### src/rtl/pmr_pkg.sv
package pmr_pkg;

  // control word bit positions
  localparam int unsigned CTL_ROUTE    = 0;
  localparam int unsigned CTL_GBL      = 1;
  localparam int unsigned CTL_APIC     = 2;
  localparam int unsigned CTL_EOS      = 3;
  localparam int unsigned CTL_SLP      = 4;
  localparam int unsigned CTL_MC       = 5;
  localparam int unsigned CTL_SMB      = 6;
  localparam int unsigned CTL_HN       = 7;
  localparam int unsigned CTL_CODE_LSB = 8;
  localparam int unsigned CODE_W       = 3;
  localparam int unsigned CTL_USED     = CTL_CODE_LSB + CODE_W;
  localparam int unsigned IRQ_W        = 5;

  typedef enum logic [1:0] {
    ADDR_CTRL    = 2'd0,
    ADDR_TRAP_EN = 2'd1,
    ADDR_STS     = 2'd2,
    ADDR_RSVD    = 2'd3
  } pmr_addr_e;

  typedef struct packed {
    logic              route_sci;
    logic              gbl_smi;
    logic              apic;
    logic              slp_smi_en;
    logic              mc_en;
    logic              smb_en;
    logic              hn_en;
    logic [CODE_W-1:0] code;
  } pmr_ctrl_t;

  // interrupt number chosen for the SCI
  function automatic logic [IRQ_W-1:0] pmr_irq_of(input logic [CODE_W-1:0] code,
                                                  input logic apic);
    logic [IRQ_W-1:0] irq;
    if (code < 3'd3)
      irq = 5'd9 + {2'b00, code};
    else if (code[2] && apic)
      irq = 5'd16 + {2'b00, code};
    else
      irq = 5'd9;
    return irq;
  endfunction

endpackage

### src/rtl/pmr_cfg_regs.sv
module pmr_cfg_regs
  import pmr_pkg::*;
#(
  parameter int unsigned DW     = 16,
  parameter int unsigned N_TRAP = 4
) (
  input  logic              clk,
  input  logic              rst_n,
  input  logic              wr_ctrl,
  input  logic              wr_trap,
  input  logic [DW-1:0]     wdata,
  output pmr_ctrl_t         ctrl,
  output logic [N_TRAP-1:0] trap_en,
  output logic              eos_pulse
);

  always_ff @(posedge clk or negedge rst_n) begin
    if (!rst_n) begin
      ctrl <= '0;
    end else if (wr_ctrl) begin
      ctrl.route_sci  <= wdata[CTL_ROUTE];
      ctrl.gbl_smi    <= wdata[CTL_GBL];
      ctrl.apic       <= wdata[CTL_APIC];
      ctrl.slp_smi_en <= wdata[CTL_SLP];
      ctrl.mc_en      <= wdata[CTL_MC];
      ctrl.smb_en     <= wdata[CTL_SMB];
      ctrl.hn_en      <= wdata[CTL_HN];
      ctrl.code       <= wdata[CTL_CODE_LSB +: CODE_W];
    end
  end

  always_ff @(posedge clk or negedge rst_n) begin
    if (!rst_n)
      trap_en <= '0;
    else if (wr_trap)
      trap_en <= wdata[N_TRAP-1:0];
  end

  // end-of-SMI is a strobe, never stored
  assign eos_pulse = wr_ctrl & wdata[CTL_EOS];

endmodule

### src/rtl/pmr_status_bank.sv
module pmr_status_bank #(
  parameter int unsigned NB = 8
) (
  input  logic          clk,
  input  logic          rst_n,
  input  logic [NB-1:0] set_vec,
  input  logic [NB-1:0] clr_vec,
  output logic [NB-1:0] sts
);

  for (genvar b = 0; b < NB; b++) begin : g_bit
    always_ff @(posedge clk or negedge rst_n) begin
      if (!rst_n)
        sts[b] <= 1'b0;
      else if (set_vec[b])
        sts[b] <= 1'b1;           // a new event beats a clear
      else if (clr_vec[b])
        sts[b] <= 1'b0;
    end

    p_sticky_r8: assert property (@(posedge clk) disable iff (!rst_n)
      sts[b] && !clr_vec[b] |=> sts[b]);
    p_set_wins_r8: assert property (@(posedge clk) disable iff (!rst_n)
      set_vec[b] |=> sts[b]);
  end

endmodule

### src/rtl/pmr_smi_lock.sv
module pmr_smi_lock (
  input  logic clk,
  input  logic rst_n,
  input  logic smi_cause,
  input  logic eos,
  input  logic gbl_en,
  input  logic route_sci,
  output logic smi_act
);

  logic smi_act_d;

  // once raised, only end-of-SMI releases the line; new causes wait
  always_comb begin
    if (smi_act)
      smi_act_d = !eos;
    else
      smi_act_d = smi_cause;
  end

  always_ff @(posedge clk or negedge rst_n) begin
    if (!rst_n)
      smi_act <= 1'b0;
    else
      smi_act <= smi_act_d;
  end

  p_hold_until_eos_r3: assert property (@(posedge clk) disable iff (!rst_n)
    smi_act && !eos |=> smi_act);
  p_release_on_eos_r3: assert property (@(posedge clk) disable iff (!rst_n)
    smi_act && eos |=> !smi_act);
  p_gbl_gate_r2: assert property (@(posedge clk) disable iff (!rst_n)
    $rose(smi_act) |-> $past(gbl_en));
  p_route_smi_r1: assert property (@(posedge clk) disable iff (!rst_n)
    $rose(smi_act) |-> !$past(route_sci));

endmodule

### src/rtl/pm_event_router.sv
module pm_event_router
  import pmr_pkg::*;
#(
  parameter int unsigned DW     = 16,
  parameter int unsigned N_TRAP = 4
) (
  input  logic              clk,
  input  logic              rst_n,
  input  logic              reg_wr,
  input  logic [1:0]        reg_addr,
  input  logic [DW-1:0]     reg_wdata,
  output logic [DW-1:0]     reg_rdata,
  input  logic [N_TRAP-1:0] trap_hit,
  input  logic              slp_wr_evt,
  input  logic              mc_acc_evt,
  input  logic              smb_slave_evt,
  input  logic              smb_alert_evt,
  input  logic              smb_hn_evt,
  output logic              smi_n,
  output logic              sci_req,
  output logic [IRQ_W-1:0]  sci_irq
);

  localparam int unsigned NB    = N_TRAP + 4;
  localparam int unsigned I_SLP = N_TRAP;
  localparam int unsigned I_MC  = N_TRAP + 1;
  localparam int unsigned I_SMB = N_TRAP + 2;
  localparam int unsigned I_HN  = N_TRAP + 3;
  // causes that may be steered to the SCI
  localparam logic [NB-1:0] SCI_CAPABLE = {2'b00, {(N_TRAP + 2){1'b1}}};

  pmr_ctrl_t         ctrl;
  logic [N_TRAP-1:0] trap_en;
  logic              eos_pulse;
  logic              wr_ctrl, wr_trap, wr_sts;
  logic [NB-1:0]     set_vec, clr_vec, sts, en_mask, pend;
  logic              sci_pend, smi_cause, smi_act;

  assign wr_ctrl = reg_wr && (pmr_addr_e'(reg_addr) == ADDR_CTRL);
  assign wr_trap = reg_wr && (pmr_addr_e'(reg_addr) == ADDR_TRAP_EN);
  assign wr_sts  = reg_wr && (pmr_addr_e'(reg_addr) == ADDR_STS);

  pmr_cfg_regs #(.DW(DW), .N_TRAP(N_TRAP)) u_cfg (
    .clk      (clk),
    .rst_n    (rst_n),
    .wr_ctrl  (wr_ctrl),
    .wr_trap  (wr_trap),
    .wdata    (reg_wdata),
    .ctrl     (ctrl),
    .trap_en  (trap_en),
    .eos_pulse(eos_pulse)
  );

  assign set_vec = {smb_hn_evt, smb_slave_evt | smb_alert_evt, mc_acc_evt, slp_wr_evt, trap_hit};
  assign clr_vec = wr_sts ? reg_wdata[NB-1:0] : '0;

  pmr_status_bank #(.NB(NB)) u_sts (
    .clk    (clk),
    .rst_n  (rst_n),
    .set_vec(set_vec),
    .clr_vec(clr_vec),
    .sts    (sts)
  );

  assign en_mask = {ctrl.smb_en & ctrl.hn_en, ctrl.smb_en, ctrl.mc_en, ctrl.slp_smi_en, trap_en};
  assign pend      = sts & en_mask;
  assign sci_pend  = |(pend & SCI_CAPABLE);
  assign sci_req   = ctrl.route_sci & sci_pend;
  assign smi_cause = !ctrl.route_sci && ctrl.gbl_smi && (|pend);

  pmr_smi_lock u_lock (
    .clk      (clk),
    .rst_n    (rst_n),
    .smi_cause(smi_cause),
    .eos      (eos_pulse),
    .gbl_en   (ctrl.gbl_smi),
    .route_sci(ctrl.route_sci),
    .smi_act  (smi_act)
  );

  assign smi_n   = !smi_act;
  assign sci_irq = pmr_irq_of(ctrl.code, ctrl.apic);

  always_comb begin
    reg_rdata = '0;
    unique case (pmr_addr_e'(reg_addr))
      ADDR_CTRL: begin
        reg_rdata[CTL_ROUTE] = ctrl.route_sci;
        reg_rdata[CTL_GBL]   = ctrl.gbl_smi;
        reg_rdata[CTL_APIC]  = ctrl.apic;
        reg_rdata[CTL_SLP]   = ctrl.slp_smi_en;
        reg_rdata[CTL_MC]    = ctrl.mc_en;
        reg_rdata[CTL_SMB]   = ctrl.smb_en;
        reg_rdata[CTL_HN]    = ctrl.hn_en;
        reg_rdata[CTL_CODE_LSB +: CODE_W] = ctrl.code;
      end
      ADDR_TRAP_EN: reg_rdata[N_TRAP-1:0] = trap_en;
      ADDR_STS:     reg_rdata[NB-1:0]     = sts;
      default:      reg_rdata = '0;
    endcase
  end

  p_trap_sets_r4: assert property (@(posedge clk) disable iff (!rst_n)
    trap_hit[0] |=> reg_rdata[0] || (pmr_addr_e'(reg_addr) != ADDR_STS));
  p_smb_never_sci_r6: assert property (@(posedge clk) disable iff (!rst_n)
    sci_req |-> |(sts[N_TRAP+1:0]));
  p_sci_level_r1: assert property (@(posedge clk) disable iff (!rst_n)
    sci_req |-> !$rose(smi_act));
  p_irq_apic_r9: assert property (@(posedge clk) disable iff (!rst_n)
    sci_irq >= 5'd20 |-> ctrl.apic);
  p_hn_gate_r6: assert property (@(posedge clk) disable iff (!rst_n)
    $rose(smi_act) && !$past(|pend[I_HN-1:0]) |-> $past(ctrl.hn_en));

endmodule

### config.mk
export PLATFORM = sky130hd
export DESIGN_NAME = pm_event_router
export DESIGN_NICKNAME = d
export VERILOG_FILES = /design/src/rtl/pmr_pkg.sv /design/src/rtl/pmr_cfg_regs.sv /design/src/rtl/pmr_status_bank.sv /design/src/rtl/pmr_smi_lock.sv /design/src/rtl/pm_event_router.sv
export SDC_FILE = /design/constraint.sdc
export NUM_CORES = 1
export LEC_CHECK = 0
export ABC_AREA = 1
export BUFFER_PORTS_ARGS = -buffer_cell sky130_fd_sc_hd__buf_2
export CAP_MARGIN = 20
export CORE_ASPECT_RATIO = 1.4
export CORE_MARGIN = 2
export CORE_UTILIZATION = 51
export DETAILED_ROUTE_END_ITERATION = 10
export PLACE_DENSITY = 0.84
export SYNTH_ARGS = -nofsm -noshare
export SYNTH_HDL_FRONTEND = slang
export SYNTH_SLANG_ARGS = --single-unit
export TNS_END_PERCENT = 5
### constraint.sdc
create_clock -name clk -period 1.8 [get_ports clk]
set_input_delay 0.09 -clock clk [delete_from_list [all_inputs] [get_ports clk]]
set_output_delay 0.09 -clock clk [all_outputs]
set_load 0.01 [all_outputs]
==> results summary, run 1 <==
The setup TNS is 0 ns. The worst register-to-register path ends at u_lock.smi_act. The total clock sinks came out at 23. The core region area came out at 0.00239 mm2. The number of H-tree levels is 1. By startpoint and endpoint, the worst setup path is classified as flip-flop to output port. After clock tree synthesis, the clock-pin slew on the worst setup and hold paths is 0.12 ns.

The internal power of the cells totals 0.837 mW. The later-pin clock latency in the skew report came out at 0.31 ns. The worst register-to-register path begins at u_cfg.trap_en[2]. The worst hold path terminates at u_cfg.ctrl[1]. Of the total power, the share spent switching nets is 32.7%.

The final-layout worst hold slack is 0.00411 ns. The post-placement cell area came out at 0.00150 mm2. The flow ran to the end, and the final reports show no timing, DRC or antenna violations.

The final worst-path cycle share came out at 82.0%. The slowest cell on the critical path is dfrtp_1. The worst hold path was traced through 2 stages. Per report_power, the combinational group accounts for 29.1% of the total. The clock group share of total power is 19.1%. The cell family with the largest share of critical-path delay is flip-flops.

The pin count of the biggest net entering global routing came out at 24. Subtracting the final worst setup slack from the clock period gives 1.48 ns. In this run the static leakage power is 0.967 nW. STA classifies the critical path endpoint as an output port. The wire length of the first global-routing pass is 4.37 mm.

The die covers 0.00292 mm2. In this run the worst hold path is classified as input pin to flip-flop. The number of pins exceeding their max-slew limit in the final report came out at 0. The top-level I/O count came out at 53. The maximum clock frequency is 678 MHz. The biggest cell delay along the critical path is 0.45 ns. The power dissipated by switching net loads is 0.407 mW. The number of warnings printed during yosys synthesis came out at 0. The fraction of met3 tracks used by global routing is 2.58%. The count of final hold-check violations is 0.

The flip-flop and latch count after synthesis came out at 23. The met2 global-route usage came out at 36.3%. The number of rows in the core area is 21. The final estimated routing congestion in global placement is 0.830. The remaining antenna violation count came out at 0. Setup violations remaining at the end of the flow were counted as 0. The hold path startpoint is reg_wdata[9].

After detailed routing, the average wire length per cell comes to 10.8 um. The worst path required time came out at 1.71 ns. The number of I/O port buffers came out at 42.

The TritonCTS buffer count came out at 3. Once the clock tree was built, the setup fixing pass inserted 0 buffers. Global routing used 20.2% of the available tracks.

The layout overhead on the synthesized area came out at 28.4%. The reg-to-reg setup timing slack came out at 0.83 ns. Of the cells placed in the final design, the portion with a size suffix greater than 1 is 22.8%. The buffers plus inverters on the worst setup path is 1. The maximum net fanout on the critical path came out at 6. Detailed placement ended at an HPWL of 2.02 mm. The initial antenna violation count is 0. The depth of the most critical reg-to-reg path is 6. The critical path goes through ha_1, a22o_1, buf_2. The remaining global-route overflow came out at 0. The first detailed-routing pass took 4 iterations.

The routed design has 2.74 mm of wire. In this run the clock root is driven by a clkbuf_4. The maximum clock skew at final layout came out at 0.00207 ns. The cell count after synthesis is 164. The finished layout cell area is 0.00163 mm2.

The slack of the critical path came out at 0.325 ns. The highest-utilization routing layer at the global route stage is met2. The portion of total power attributed to sequential cells came out at 51.8%. The average footprint of a synthesized cell came out at 7.76 um2.

Setup repair after global routing left no endpoint under its margin. The number of buffers inserted by hold repair at cts came out at 10. The maximum clock path buffer count is 2. After synthesis, flip-flops and latches occupy 45.2% of the total area. STA classifies the critical path startpoint as a flip-flop. The number of nets in the final layout came out at 255. The number of DRC violations after detailed routing came out at 0. The number of instances resized during post-cts repair came out at 0. The worst-case vdd ir drop came out at 0.629 mV.

For this design the ratio of total power to cell area is 761 mW/mm2. The worst slack at placement came out at 0.511 ns. The met1 usage came out at 22.6%. The die height came out at 63.1 um. The endpoint arrival time on the critical path is 1.39 ns. The via-per-instance ratio came out at 4.63. The effective utilization at floorplan is 53.2%.

The antenna cell count came out at 0. The clock tree from TritonCTS is built. Across the run, the number of max-cap violations was 0. The post-synthesis instance area is 0.00127 mm2.

The vias after detailed routing is 1171. The die boundary width is 46.2 um. The via count of the first global-routing pass is 1087. In this run, distinct cell masters in the synthesized netlist total 18. The detailed router's first-iteration violation count is 24.
[Yosys cell counts]
master	n	area [um2]
nand2_4	1	11.3
a22o_1	2	17.5
nand2_1	51	191
o21ai_0	19	95.1
mux2_2	3	33.8
buf_4	6	45.0
nand3_1	1	5.00
dfrtp_1	23	576
inv_1	31	116
o21bai_1	4	30.0
nor3_1	1	5.00
nor2_1	8	30.0
buf_2	1	5.00
ha_1	5	62.6
conb_1	1	3.75
o211ai_1	3	22.5
a21boi_0	1	7.51
a21oi_1	3	15.0
[layout make-up]
class                   instances  area, um2
inverters                      31        116
well taps                      34       42.5
clock buffers                   4       26.3
multi-input cells             107        546
flip-flops and latches         23        576
repair buffers                 54        328
fillers                       196        757
[per-stage QoR]
step,std cells,total power [mW],util [%]
2_1_floorplan,168,0.863,-
3_3_place_gp,238,0.985,62.6
3_5_place_dp,238,0.997,62.6
4_1_cts,252,1.24,67.9
5_1_grt,253,1.33,68.3
6_report,253,1.24,68.3
[layout by cell type (no fill, tap or decap)]
| cell | netlist | routed |
|---|---|---|
| buf_4 | 6 | 1 |
| nand2_1 | 51 | 51 |
| nor3_1 | 1 | 1 |
| nand3_1 | 1 | 1 |
| buf_2 | 1 | 42 |
| nor2_1 | 8 | 8 |
| o21bai_1 | 4 | 4 |
| conb_1 | 1 | 5 |
| dlygate4sd3_1 | 0 | 11 |
| clkbuf_4 | 0 | 3 |
| clkbuf_1 | 0 | 1 |
| o211ai_1 | 3 | 3 |
| inv_1 | 31 | 31 |
| nand2_4 | 1 | 1 |
| o21ai_0 | 19 | 19 |
| a21oi_1 | 3 | 3 |
| ha_1 | 5 | 5 |
| a21boi_0 | 1 | 1 |
| a22o_1 | 2 | 2 |
| dfrtp_1 | 23 | 23 |
| mux2_2 | 3 | 3 |
[power by group through the flow]
stage / Sequential [mW] / Clock, mW / Combinational, mW
2_1_floorplan: 0.639 / 0 / 0.225
6_report: 0.644 / 0.238 / 0.362
4_1_cts: 0.642 / 0.236 / 0.364
3_3_place_gp: 0.649 / 0 / 0.337
5_1_grt: 0.652 / 0.259 / 0.414
3_5_place_dp: 0.653 / 0 / 0.345
[cell families after synthesis]
kind of cell    Yosys count  share of synthesized area, %
fa+ha+maj                 5                          4.92
compound gates           32                          14.7
simple gates             62                          19.1
mux                       3                          2.65
other cells               1                         0.295
buf+inv                  38                          13.1
flops                    23                          45.2
[per-layer routing]
layer | vias up | routed length (um)
met3 | 6 | 111
met2 | 36 | 1440
li1 | 605 | -
met5 | - | 0
met1 | 524 | 1130
met4 | 0 | 55
[how the worst max path moves through the flow]
stage / startpoint / to / slack [ns] / depth (start not counted)
2_1_floorplan: u_cfg.ctrl[0] / sci_irq[1] / 0.79 / 2
3_3_place_gp: reg_addr[0] / reg_rdata[2] / 0.55 / 9
3_5_place_dp: reg_addr[0] / reg_rdata[2] / 0.51 / 9
4_1_cts: u_cfg.ctrl[0] / sci_irq[1] / 0.32 / 3
5_1_grt: u_cfg.ctrl[0] / sci_irq[1] / 0.26 / 3
6_report: u_cfg.ctrl[0] / sci_irq[1] / 0.32 / 3
[sequential cells by signal, summed over array words and instances, names as in the netlist]
| register | count |
|---|---|
| u_cfg.ctrl | 10 |
| u_sts.sts | 8 |
| u_cfg.trap_en | 4 |
| u_lock.smi_act | 1 |
Power figures use the tool's default switching activity.
==> run 2: changes to the inputs <==
Settings changed: CORE_UTILIZATION 51 to 47, PLACE_DENSITY 0.84 to 0.79.
Clock period 1.8 ns to 1.5 ns, I/O delays scaled along.
==> run 2 against run 1 <==
  * Combinational power grew 21%
  * Final area grew 1.8%
  * Hold slack gained 0.0085 ns
  * Clock skew grew 0.011 ns
  * Non-clock buffer count grew 3
  * Count of clock-buffer cells in the layout is the same
  * Sequential power grew 20%
  * Register-to-register slack lost 0.28 ns
  * Sequential share of layout area shrank 0.64 points
  * Clock power grew 18%
  * Critical path type unchanged
  * Critical endpoint unchanged
  * Largest cell class unchanged
  * Largest power group unchanged
==> results summary, run 2 (same netlist as run 1, synthesis figures left out) <==
The maximum clock path buffer count is 2 (unchanged). The post-placement cell area is 0.00151 mm2 (+0.67%). The biggest cell delay along the critical path came out at 0.44 ns (about the same). The largest registers in the layout are u_cfg.ctrl: 10 flops, u_sts.sts: 8 flops, u_cfg.trap_en: 4 flops.

The TritonCTS buffer count came to 3 (unchanged). The die area came out at 0.00315 mm2 (+7.9%). The number of pins exceeding their max-slew limit in the final report came to 0 (unchanged). The total design power came out at 1.49 mW (+20%). The vias after detailed routing came out at 1184 (+1.1%).

The worst relative slew slack came out at 65.9%. The remaining global-route overflow is 0 (unchanged). The number of DRC violations after detailed routing was 0 (unchanged). The number of nets in the final layout came out at 258 (+1.2%). The finished layout cell area came out at 0.00166 mm2 (+1.8%). The number of buffers inserted to repair setup after CTS is 0 (unchanged). The run finished with clean final reports. The final estimated routing congestion in global placement is 0.754 (-9.1%). The worst-case vdd ir drop came to 0.667 mV (+6.0%). The total clock sinks is 23 (unchanged).

The maximum net fanout on the critical path came out at 5 (-1). The maximum clock skew at final layout was 0.0130 ns (+0.0109 ns). The effective utilization at floorplan is 49.2% (-4.0 points). At the pin with the least slew margin, the transition time is 0.512 ns. The half-perimeter wire length of the detailed placement result is 2.08 mm (+3.2%). Leaving out fill and tap cells, the most frequent cell in the layout is nand2_1. The worst path required time came out at 1.42 ns (-0.29 ns).

Timing would allow up to 699 MHz. The via-per-instance ratio is 4.59 (-0.85%). The die boundary width came out at 48.0 um (+3.8%). Counting flops per register, the top entry is u_cfg.ctrl. The number of max-cap violations came out at 0 (unchanged). The wire length after detailed routing came out at 2.79 mm (+1.9%). The number of failing setup endpoints in the final timing report is 0 (unchanged).

The die height was 65.6 um (+3.9%). The final-layout worst hold slack is 0.0126 ns (+0.00852 ns). The initial antenna violation count is 0 (unchanged).

The flip-flop count of the largest register after layout came out at 10 (unchanged). Setup repair after global routing left no endpoint under its margin. Traced cell by cell, the critical path runs through ha_1, a22o_1, buf_2. The number of instances resized during post-cts repair was 0 (unchanged). TritonCTS built the clock tree. The number of I/O port buffers is 42 (unchanged).

The endpoint arrival time on the critical path was 1.36 ns (-0.03 ns). The final worst-path cycle share is 95.4%. In the layout the commonest cells are 51 x nand2_1, 42 x buf_2, 31 x inv_1, 23 x dfrtp_1, 19 x o21ai_0. The startpoint identified for the worst hold timing path is reg_wdata[6]. The antenna cell count is 0 (unchanged).

The pin count of the biggest net entering global routing came out at 24 (unchanged). The later-pin clock latency in the skew report came to 0.31 ns (about the same). The final routed wire length divided by cell count came to 10.8 um (about the same). The endpoint type of the worst setup path is an output port. The number of H-tree levels came out at 1 (unchanged). The total power per unit cell area came out at 897 mW/mm2 (+18%).

For this design, the slowest cell found on the critical path is dfrtp_1. The via count of the first global-routing pass came out at 1119 (+2.9%). The worst register-to-register path begins at u_cfg.trap_en[2]. The top-level I/O count is 53 (unchanged). The post-layout minimum cycle time is 1.43 ns. The wire length of the first global-routing pass came to 4.44 mm (+1.7%). The remaining antenna violation count came out at 0 (unchanged).

The layout overhead on the synthesized area came out at 30.8%. The static power due to leakage is 0.980 nW (+1.4%). In this run the worst hold path is classified as input pin to flip-flop. The setup TNS came to 0 ns (unchanged). The critical path is of the flip-flop to output port type. The launch point of the critical path is u_cfg.ctrl[1]. The detailed router's first-iteration violation count is 21 (-13%). The register clock-pin slew on the reported worst setup and hold paths came out at 0.13 ns (about the same). The post-layout utilization of the core is 64.3% (-4.0 points). The share of final-layout standard cells stronger than drive strength 1 came out at 23.0% (+0.14 points). The count of TritonRoute iterations in the first routing pass came out at 4 (unchanged). The core region area is 0.00259 mm2 (+8.2%). The number of rows in the core area came out at 22 (+4.8%). The worst setup path is launched from a flip-flop. The combined global-route utilization of all metal layers is 19.3% (-0.89 points).

The count of final hold-check violations is 0 (unchanged). The cell chosen for the clock root is clkbuf_4.
## run 2: per-layer routing
layer  share of wire, %  vias up  global-route usage [%]
met5                  0        -                       0
met4                1.7        0                    7.43
met2                 55       29                    34.8
met3                3.1        6                    2.20
met1                 40      535                    21.5
li1                   -      614                       -
## run 2: metrics by stage
stage	instances	setup WS [ns]
2_1_floorplan	168	0.508
3_3_place_gp	241	0.307
3_5_place_dp	241	0.275
4_1_cts	256	0.0415
5_1_grt	258	0.00177
6_report	258	0.0687
## run 2: final timing paths
kind                                        to  slack [ns]  depth (start not counted)
max in group asynchronous        u_cfg.ctrl[6]        0.89                          2
min in group asynchronous        u_cfg.ctrl[5]        0.25                          2
worst max-delay path                sci_irq[1]        0.07                          3
worst min-delay path             u_cfg.ctrl[4]        0.01                          3
worst max register to register  u_lock.smi_act        0.55                          6
worst min register to register   u_cfg.ctrl[8]        0.50                          2
## run 2: final cells by class
class                           count  area, um2
Inverter                           31        116
Timing Repair Buffer               57        355
Multi-Input combinational cell    107        546
Fill cell                         252        923
Clock buffer                        4       26.3
Tap cell                           36       45.0
Sequential cell                    23        576
## run 2: worst max-delay path, delay by kind of cell (launching register included)
family	cells	cell delay, ns
adders and majority gates	1	0.30
buffers and inverters	1	0.13
DFF	1	0.44
AOI/OAI and AO/OA	1	0.17
## run 2: power by group
part | switching, mW | internal [mW] | total, mW
clock | 0.178 | 0.104 | 0.282
sequential | 0.0702 | 0.702 | 0.772
combinational | 0.236 | 0.203 | 0.439
total | 0.484 | 1.01 | 1.49
## run 2: timing repair
item,in CTS,in global routing
endpoints found under the hold margin,32,2
setup endpoints to repair,0,1
hold buffers,11,2
